**src/rtl/adc_regs_pkg.sv**
```systemverilog
package adc_regs_pkg;
  localparam int DATA_W = 12;
  localparam int BYTE_W = 8;

  typedef enum logic [1:0] {
    RES_8  = 2'd0,
    RES_10 = 2'd1,
    RES_12 = 2'd2,
    RES_12B = 2'd3
  } res_e;

  // Right-justify a raw converter word to the selected resolution.
  function automatic logic [DATA_W-1:0] fit_result(input logic [1:0] mode,
                                                    input logic [DATA_W-1:0] raw);
    logic [DATA_W-1:0] mask;
    case (mode)
      RES_8:   mask = {DATA_W{1'b1}} >> (DATA_W - BYTE_W);
      RES_10:  mask = {DATA_W{1'b1}} >> 2;
      default: mask = {DATA_W{1'b1}};
    endcase
    return raw & mask;
  endfunction
endpackage

```
**src/rtl/adc_ctrl_reg.sv**
```systemverilog
module adc_ctrl_reg (
  input  logic       clk,
  input  logic       rst,
  input  logic       ctrl_wr,
  input  logic [7:0] ctrl_wdata,
  input  logic       conv_done,
  output logic       cont_q,
  output logic       int_en_q,
  output logic       start_q,
  output logic       done_ok
);
  logic busy_q;

  // A write on the same edge wins: the finishing result is dropped.
  assign done_ok = conv_done && busy_q && !ctrl_wr;

  always_ff @(posedge clk) begin
    if (rst) begin
      cont_q   <= 1'b0;
      int_en_q <= 1'b0;
      start_q  <= 1'b0;
      busy_q   <= 1'b0;
    end else begin
      start_q <= ctrl_wr;
      if (ctrl_wr) begin
        cont_q   <= ctrl_wdata[0];
        int_en_q <= ctrl_wdata[1];
        busy_q   <= 1'b1;
      end else if (done_ok && !cont_q) begin
        busy_q <= 1'b0;
      end
    end
  end

  p_single_once_r10: assert property (@(posedge clk) disable iff (rst)
    (done_ok && !cont_q) |=> !busy_q);
  p_start_busy_r7: assert property (@(posedge clk) disable iff (rst)
    ctrl_wr |=> busy_q);
endmodule

```
**src/rtl/adc_result_path.sv**
```systemverilog
module adc_result_path
  import adc_regs_pkg::*;
(
  input  logic              clk,
  input  logic              rst,
  input  logic [1:0]        res_mode,
  input  logic              ctrl_wr,
  input  logic              rd_hi,
  input  logic              rd_lo,
  input  logic              done_ok,
  input  logic [DATA_W-1:0] conv_data,
  output logic [BYTE_W-1:0] rd_data,
  output logic              new_result,
  output logic              clear_rd,
  output logic              pend_drop
);
  localparam int PAD_W = 2*BYTE_W - DATA_W;

  logic [DATA_W-1:0] vis_q, pend_q, fitted;
  logic              pend_v_q, frozen_q, hold_next;
  logic              wide, to_pend, direct, xfer;

  assign wide   = (res_mode != RES_8);
  assign fitted = fit_result(res_mode, conv_data);

  always_comb begin
    if (ctrl_wr)             hold_next = 1'b0;
    else if (rd_hi && wide)  hold_next = 1'b1;
    else if (rd_lo)          hold_next = 1'b0;
    else                     hold_next = frozen_q;
  end

  assign to_pend    = done_ok && hold_next;
  assign direct     = done_ok && !hold_next;
  assign xfer       = pend_v_q && !hold_next && !ctrl_wr && !direct;
  assign new_result = direct || xfer;
  assign pend_drop  = to_pend && pend_v_q;
  assign clear_rd   = rd_lo && (frozen_q || !wide);

  always_ff @(posedge clk) begin
    if (rst) begin
      vis_q    <= '0;
      pend_q   <= '0;
      pend_v_q <= 1'b0;
      frozen_q <= 1'b0;
      rd_data  <= '0;
    end else begin
      frozen_q <= hold_next;
      if (direct)    vis_q <= fitted;
      else if (xfer) vis_q <= pend_q;
      if (to_pend) begin
        pend_q   <= fitted;
        pend_v_q <= 1'b1;
      end else if (ctrl_wr || xfer || direct) begin
        pend_v_q <= 1'b0;
      end
      if (rd_hi)
        rd_data <= wide ? {{PAD_W{1'b0}}, vis_q[DATA_W-1:BYTE_W]} : '0;
      else if (rd_lo)
        rd_data <= vis_q[BYTE_W-1:0];
    end
  end

  p_freeze_hold_r4: assert property (@(posedge clk) disable iff (rst)
    (frozen_q && !rd_lo && !ctrl_wr) |=> $stable(vis_q));
  p_race_hold_r5: assert property (@(posedge clk) disable iff (rst)
    (rd_hi && wide && done_ok) |=> $stable(vis_q));
  p_narrow_hi_r3: assert property (@(posedge clk) disable iff (rst)
    (rd_hi && !wide) |=> (rd_data == '0));
  p_wr_release_r13: assert property (@(posedge clk) disable iff (rst)
    ctrl_wr |=> !frozen_q && !pend_v_q);
endmodule

```
**src/rtl/adc_flag_unit.sv**
```systemverilog
module adc_flag_unit (
  input  logic clk,
  input  logic rst,
  input  logic ctrl_wr,
  input  logic cont,
  input  logic int_en,
  input  logic new_result,
  input  logic clear_rd,
  input  logic pend_drop,
  output logic flag_q,
  output logic ovr_q,
  output logic irq
);
  always_ff @(posedge clk) begin
    if (rst) begin
      flag_q <= 1'b0;
      ovr_q  <= 1'b0;
    end else if (ctrl_wr) begin
      flag_q <= 1'b0;
      ovr_q  <= 1'b0;
    end else begin
      if (new_result)    flag_q <= 1'b1;
      else if (clear_rd) flag_q <= 1'b0;
      if (cont && ((new_result && flag_q && !clear_rd) || pend_drop))
        ovr_q <= 1'b1;
    end
  end

  assign irq = flag_q && int_en;

  p_wr_clears_r7: assert property (@(posedge clk) disable iff (rst)
    ctrl_wr |=> (!flag_q && !ovr_q));
  p_new_sets_r2: assert property (@(posedge clk) disable iff (rst)
    (new_result && !ctrl_wr) |=> flag_q);
  p_ovr_cont_r11: assert property (@(posedge clk) disable iff (rst)
    $rose(ovr_q) |-> $past(cont));
endmodule

```
**src/rtl/adc_result_regs.sv**
```systemverilog
module adc_result_regs
  import adc_regs_pkg::*;
(
  input  logic              clk,
  input  logic              rst,
  input  logic [1:0]        res_mode,
  input  logic              ctrl_wr,
  input  logic [7:0]        ctrl_wdata,
  input  logic              rd_hi,
  input  logic              rd_lo,
  input  logic              conv_done,
  input  logic [DATA_W-1:0] conv_data,
  output logic [BYTE_W-1:0] rd_data,
  output logic              start_conv,
  output logic              conv_flag,
  output logic              overrun,
  output logic              irq
);
  logic cont, int_en, done_ok, new_result, clear_rd, pend_drop;

  adc_ctrl_reg u_ctrl (
    .clk(clk), .rst(rst), .ctrl_wr(ctrl_wr), .ctrl_wdata(ctrl_wdata),
    .conv_done(conv_done), .cont_q(cont), .int_en_q(int_en),
    .start_q(start_conv), .done_ok(done_ok)
  );

  adc_result_path u_path (
    .clk(clk), .rst(rst), .res_mode(res_mode), .ctrl_wr(ctrl_wr),
    .rd_hi(rd_hi), .rd_lo(rd_lo), .done_ok(done_ok), .conv_data(conv_data),
    .rd_data(rd_data), .new_result(new_result), .clear_rd(clear_rd),
    .pend_drop(pend_drop)
  );

  adc_flag_unit u_flag (
    .clk(clk), .rst(rst), .ctrl_wr(ctrl_wr), .cont(cont), .int_en(int_en),
    .new_result(new_result), .clear_rd(clear_rd), .pend_drop(pend_drop),
    .flag_q(conv_flag), .ovr_q(overrun), .irq(irq)
  );

  p_irq_follows_r9: assert property (@(posedge clk) disable iff (rst)
    $rose(irq) |-> conv_flag);
endmodule

```
**config.mk**
```make
export PLATFORM = sky130hd
export DESIGN_NAME = adc_result_regs
export DESIGN_NICKNAME = d
export VERILOG_FILES = /design/src/rtl/adc_regs_pkg.sv /design/src/rtl/adc_ctrl_reg.sv /design/src/rtl/adc_result_path.sv /design/src/rtl/adc_flag_unit.sv /design/src/rtl/adc_result_regs.sv
export SDC_FILE = /design/constraint.sdc
export NUM_CORES = 1
export LEC_CHECK = 0
export ABC_AREA = 1
export CAP_MARGIN = 20
export CORE_MARGIN = 4
export CORE_UTILIZATION = 45
export CTS_CLUSTER_DIAMETER = 30
export CTS_CLUSTER_SIZE = 16
export DETAILED_ROUTE_END_ITERATION = 8
export PLACE_DENSITY = 0.75
export SETUP_SLACK_MARGIN = 0.02
export SKIP_LAST_GASP = 1
export SLEW_MARGIN = 40
export SYNTH_ARGS = -nofsm -noshare
export SYNTH_HDL_FRONTEND = slang
export SYNTH_SLANG_ARGS = --single-unit
```
**constraint.sdc**
```tcl
create_clock -name clk -period 1 [get_ports clk]
set_input_delay 0.15 -clock clk [delete_from_list [all_inputs] [get_ports clk]]
set_output_delay 0.15 -clock clk [all_outputs]
set_load 0.02 [all_outputs]
```
== Word level (Yosys, flattened, before mapping) ==
Index checks and enable logic that the tools add are counted.
Operators by class
  equality and inequality tests: 1
  multiplexer cells: 15
  bitwise gates (word level): 1
  reduce and logical (&&, ||, !) cells: 34
Operators with widths (number)
  2-to-1 mux 12 bit: 2
  one-hot mux 12 bit (2 select lines): 1
  2-to-1 mux 8 bit: 2
  logical AND 1 bit: 15
  bitwise AND 12 bit: 1
  nonzero test 2 bit: 6
  2-to-1 mux 1 bit: 9
  logical NOT 1 bit: 6
  logical OR 1 bit: 5
  2-to-1 mux 4 bit: 1
  equality test 2 x 1 -> 1 bit (second input constant): 1
  logical NOT 2 bit: 1
  OR reduction 2 bit: 1
Storage, ports and cells
  register bits: 40
  input port bits: 28
  word-level logic and storage cells: 62

== Logic depth before layout (Yosys ltp) ==
  word-level depth: 13
  gate-level depth with buffers: 9

== Modules after synthesis ==
Synthesis repeated with hierarchy kept, for this count alone.
Second synthesis, totals
  cell total of the unflattened synthesis: 270
  area, all modules: 1921.8 sq um
Modules (own cells, without submodules)
  adc_result_path: times used 1, cells an instance 231, area each 1667.8 sq um, sequential area each 680.7 sq um
  adc_ctrl_reg: times used 1, cells an instance 25, area each 158.9 sq um, sequential area each 80.1 sq um
  adc_flag_unit: times used 1, cells an instance 14, area each 95.1 sq um, sequential area each 40.0 sq um

== Worst setup path after synthesis ==
OpenSTA, ideal clock, no wires.
  path kind: flip-flop to flip-flop
  from: register u_path.frozen_q
  to: register u_path.pend_q[8]
  library setup time: 113 ps
  arrival: 960 ps
  required time: 887 ps
  slack: -74 ps
  cell stages (with the launch flop): 9
  period minus slack after synthesis: 1074 ps
  path through: dfxtp_1 inv_2 nor2_4 inv_4 nand2_4 nand2_4 buf_6 o21ai_1 nor2_1
On the way
  cells in the longest elaborated chain, start to end: 4
RTL lines
  from (decl): RTL line adc_result_path.sv:20  | logic pend_v_q, frozen_q, hold_next;
  from (signal assigned): RTL line adc_result_path.sv:48  | frozen_q <= hold_next;
  2-to-1 mux 1 bit: RTL line adc_result_path.sv:29  | else if (rd_lo) hold_next = 1'b0;
  2-to-1 mux 1 bit: RTL line adc_result_path.sv:28  | else if (rd_hi && wide) hold_next = 1'b1;
  2-to-1 mux 1 bit: RTL line adc_result_path.sv:27  | if (ctrl_wr) hold_next = 1'b0;
  logical AND 1 bit: RTL line adc_result_path.sv:33  | assign to_pend = done_ok && hold_next;
  to (signal assigned): RTL line adc_result_path.sv:52  | pend_q <= fitted;
  to (decl): RTL line adc_result_path.sv:19  | logic [DATA_W-1:0] vis_q, pend_q, fitted;
Every way passes these cells.
A chain may end at the register's enable or synchronous reset.

== Final worst setup path ==
  from: register u_path.frozen_q
  to: register u_path.vis_q[3]
On the way
  cells in the longest elaborated chain, start to end: 8
RTL lines
  2-to-1 mux 1 bit (*): RTL line adc_result_path.sv:29
  2-to-1 mux 1 bit (*): RTL line adc_result_path.sv:28
  2-to-1 mux 1 bit (*): RTL line adc_result_path.sv:27
  logical NOT 1 bit (*): RTL line adc_result_path.sv:34, adc_result_path.sv:35
  logical AND 1 bit, on equally long branches: RTL line adc_result_path.sv:35, adc_result_path.sv:34
  logical AND 1 bit / logical NOT 1 bit (equally long branches): RTL line adc_result_path.sv:35  | assign xfer = pend_v_q && !hold_next && !ctrl_wr && !direct;
  logical AND 1 bit: RTL line adc_result_path.sv:35
  nonzero test 2 bit (no line)
  to (signal assigned): RTL line adc_result_path.sv:49  | if (direct) vis_q <= fitted;
  to (signal assigned): RTL line adc_result_path.sv:50  | else if (xfer) vis_q <= pend_q;
  to (decl): RTL line adc_result_path.sv:19
Mark *: on every way between the ends. The rest lies on a longest branch, timed or not.

==> key figures <==
Detailed routing
  • Via Count: 1839
  • Vias per std cell: 5.15
  • DRT Wirelength: 5.17 mm
  • DR WL/cell: 14.5 um
  • Final ANT Viol Nets: 0
  • DRC viols: 0
  • Initial drt markers: 151
  • 1st-pass router iterations: 5

Die
  • Die Span X: 72.3 um
  • Die H: 72.3 um
  • # rows: 23
  • I/O pin cnt: 40
  • Total die area: 5220 um^2
  • Starting density of the core: 0.464
  • CORE AREA: 4000 um^2

STA
  • Unrepaired setup endpoints after global routing: true
  • Worst slew pin tran: 0.287 ns
  • Slew Viols, Final: 0
  • Final Hold Fails: 0
  • Final setup vio count: 28
  • Final setup margin: -0.185 ns
  • Final worst clock skew: 0.00387 ns
  • Fin crit period: 1.18 ns
  • Slew HR: 0.808
  • Share of the clock period used by the worst path: 1.18
  • Fmax achieved: 844 MHz

Min path
  • Worst min path class: input pin to flop

Logic synthesis
  • Number of flops mapped to enable cells by yosys: 0
  • Asr flop ratio synth: 0
  • Main synth FF type: dfxtp_1
  • Post-synthesis cell type count: 27
  • Synth Instances: 249
  • Cell Area, Synth: 1860 um^2
  • Number of synthesis warnings: 0
  • Synthesized Nets: 277
  • FF+latch count, synth: 40
  • Register area share after synthesis: 0.431
  • Mean Syn Cell Area: 7.46 um^2

Global routing
  • First-pass GRT wire length: 7.93 mm
  • Total grt overflow: 0
  • Overall routing resource usage: 0.194
  • Largest net degree at the start of global routing: 29
  • Vias in the first global route: 1707
  • Initial antenna violation count: 0

Layout
  • Final Core Density: 0.652
  • Final instance area: 2610 um^2
  • Layout cells sized above 1: 0.306
  • # nets final: 335
  • Area grow syn2layout: 40.3%
  • # diodes: 0

Clocking
  • Total CTS buffers: 5
  • CTS clk-pin slew, worst paths: 0.07 ns
  • Clock sinks: 40
  • Clk buf depth: 2
  • CTS tree: yes
  • Clk Latency, worst-skew pair: 0.29 ns
  • Clk root buf: clkbuf_8
  • Htree depth: 2
  • CTS Hold Bufs: 0

Power
  • Switching power total: 0.870 mW
  • Lkg Pwr: 1.21 nW
  • Combinational share of power: 0.164
  • Sw Ratio: 0.270
  • PwrDens: 1240 nW/um^2
  • VDD IR max: 0.649 mV
  • Internal power: 2.36 mW
  • Clock power share: 0.319
  • Reg power frac: 0.516

Run status
  • Status: finished, violations left
  • Failing checks: negative setup slack

Critical path
  • Slowest CP cell: dfxtp_2
  • Startpoint class of the critical path: flop
  • Req. time, crit path: 1.24 ns
  • CP max FO: 13
  • Crit path DAT: 1.43 ns
  • WS Path Type: flop to flop
  • Crit path cell chain: inv_2 -> nor2_4 -> buf_6 -> nor2_4 -> buf_12 -> nand3_1 -> nand3_1 -> nand2_1 -> inv_1
  • Crit-path max cell delay: 0.32 ns
  • Crit end category: flop

Placement
  • PortBufs: 33
  • HPWL after detailed placement: 3.29 mm
  • GPL Wtd Cong: 0.854
  • Placed cell areas: 2350 um^2

Run
  • Number of max-cap violations: 0
==> final cells by class <==
| type | instances | area (um^2) |
|---|---|---|
| Clock buffer | 5 | 68.8 |
| Timing Repair inverter | 1 | 16.3 |
| Sequential cell | 40 | 805 |
| Tap cell | 50 | 62.6 |
| Clock inverter | 2 | 12.5 |
| Fill cell | 328 | 1390 |
| Inverter | 30 | 125 |
| Multi-Input combinational cell | 171 | 965 |
| Timing Repair Buffer | 58 | 553 |
==> logic make-up (layout without fill, tap and decap cells) <==
family,after synthesis,in the layout,share of synthesized area
AOI/OAI and AO/OA,33,33,0.0936
buffers and inverters,40,96,0.112
DFF,40,40,0.431
and+or+nand+nor,136,138,0.363
==> layer usage <==
layer	global-route usage	up-vias	wire, um
met5	0	-	0
met4	0.0898	0	121
met3	0.0346	12	295
met2	0.315	72	2550
met1	0.250	834	2210
li1	-	921	-
==> final timing paths <==
path	from	endpoint	slack [ns]	cells after the start
setup / recovery	u_path.frozen_q$_SDFF_PP0_	u_path.vis_q[3]$_SDFFE_PP0P_	-0.18	9
hold / removal	ctrl_wdata[0]	u_ctrl.cont_q$_SDFFE_PP0P_	0.42	3
setup reg to reg	u_path.frozen_q$_SDFF_PP0_	u_path.vis_q[3]$_SDFFE_PP0P_	-0.18	9
hold reg to reg	u_flag.ovr_q$_SDFFE_PP0P_	u_flag.ovr_q$_SDFFE_PP0P_	0.47	2
==> power groups by stage <==
| stage | sequential, mW | clock, mW | combinational [mW] |
|---|---|---|---|
| 6_report | 1.67 | 1.03 | 0.530 |
| 5_1_grt | 1.67 | 1.09 | 0.571 |
| 4_1_cts | 1.66 | 1.04 | 0.498 |
| 3_5_place_dp | 1.70 | 0 | 0.467 |
| 3_3_place_gp | 1.70 | 0 | 0.461 |
| 2_1_floorplan | 1.71 | 0 | 0.220 |
==> Yosys cell counts, types with 3 or more instances <==
library cell / count / share of area
inv_1: 23 / 0.046
nand2_1: 32 / 0.065
nand2_2: 12 / 0.040
a21oi_1: 5 / 0.013
o21ai_1: 12 / 0.032
o21ai_0: 13 / 0.035
buf_2: 3 / 0.0081
nand3_1: 27 / 0.073
dfxtp_1: 40 / 0.43
nand4_1: 12 / 0.040
nor2_4: 4 / 0.024
inv_2: 4 / 0.0081
nand2_4: 3 / 0.018
nor2_1: 43 / 0.087
==> registers in the layout, summed over array words and instances, names as in the netlist <==
signal           count
u_path.vis_q        12
u_flag.flag_q        1
u_path.rd_data       8
u_flag.ovr_q         1
u_ctrl.busy_q        1
u_path.pend_v_q      1
u_ctrl.cont_q        1
u_ctrl.int_en_q      1
u_path.pend_q       12
u_ctrl.start_q       1
u_path.frozen_q      1
==> cells in the final DEF, fill, tap and decap left out, types with 6 or more instances in the layout <==
cell type	count
dfxtp_1	37
nor2_1	35
nand2_1	31
inv_1	23
nand3_1	23
buf_4	17
clkdlybuf4s50_1	15
nand2_2	13
o21ai_0	13
nand4_1	12
o21ai_1	10
buf_2	10
nor2_4	7
nor2_2	6
dlygate4sd2_1	6
==> through the flow <==
step	setup TNS, ns	instances	hold WS, ns	worst slack, ns	total power [mW]
after floorplan	-0.738	249	0.215	-0.0708	1.93
after global placement	-18.27	341	0.446	-0.567	2.16
after detailed placement	-19.22	341	0.460	-0.568	2.17
after CTS	-4.01	356	0.420	-0.162	3.20
after global routing	-6.05	357	0.465	-0.257	3.34
final	-4.12	357	0.422	-0.185	3.23
==> what timing repair did <==
| action | 4_1_cts | 5_1_grt |
|---|---|---|
| endpoints found under the setup margin | 50 | 34 |
| cloned | 4 | 0 |
| resized for setup | 67 | 22 |
| pin swaps | 6 | 10 |
| buffers inserted | 4 | 1 |
==> worst max-delay path, delay by kind of cell (launching register included) <==
family | cells | cell delay (ns)
flip-flops | 1 | 0.32
buffers and inverters | 4 | 0.40
AND/OR/NAND/NOR | 5 | 0.42
No activity file was read; power rests on OpenSTA's default activity.
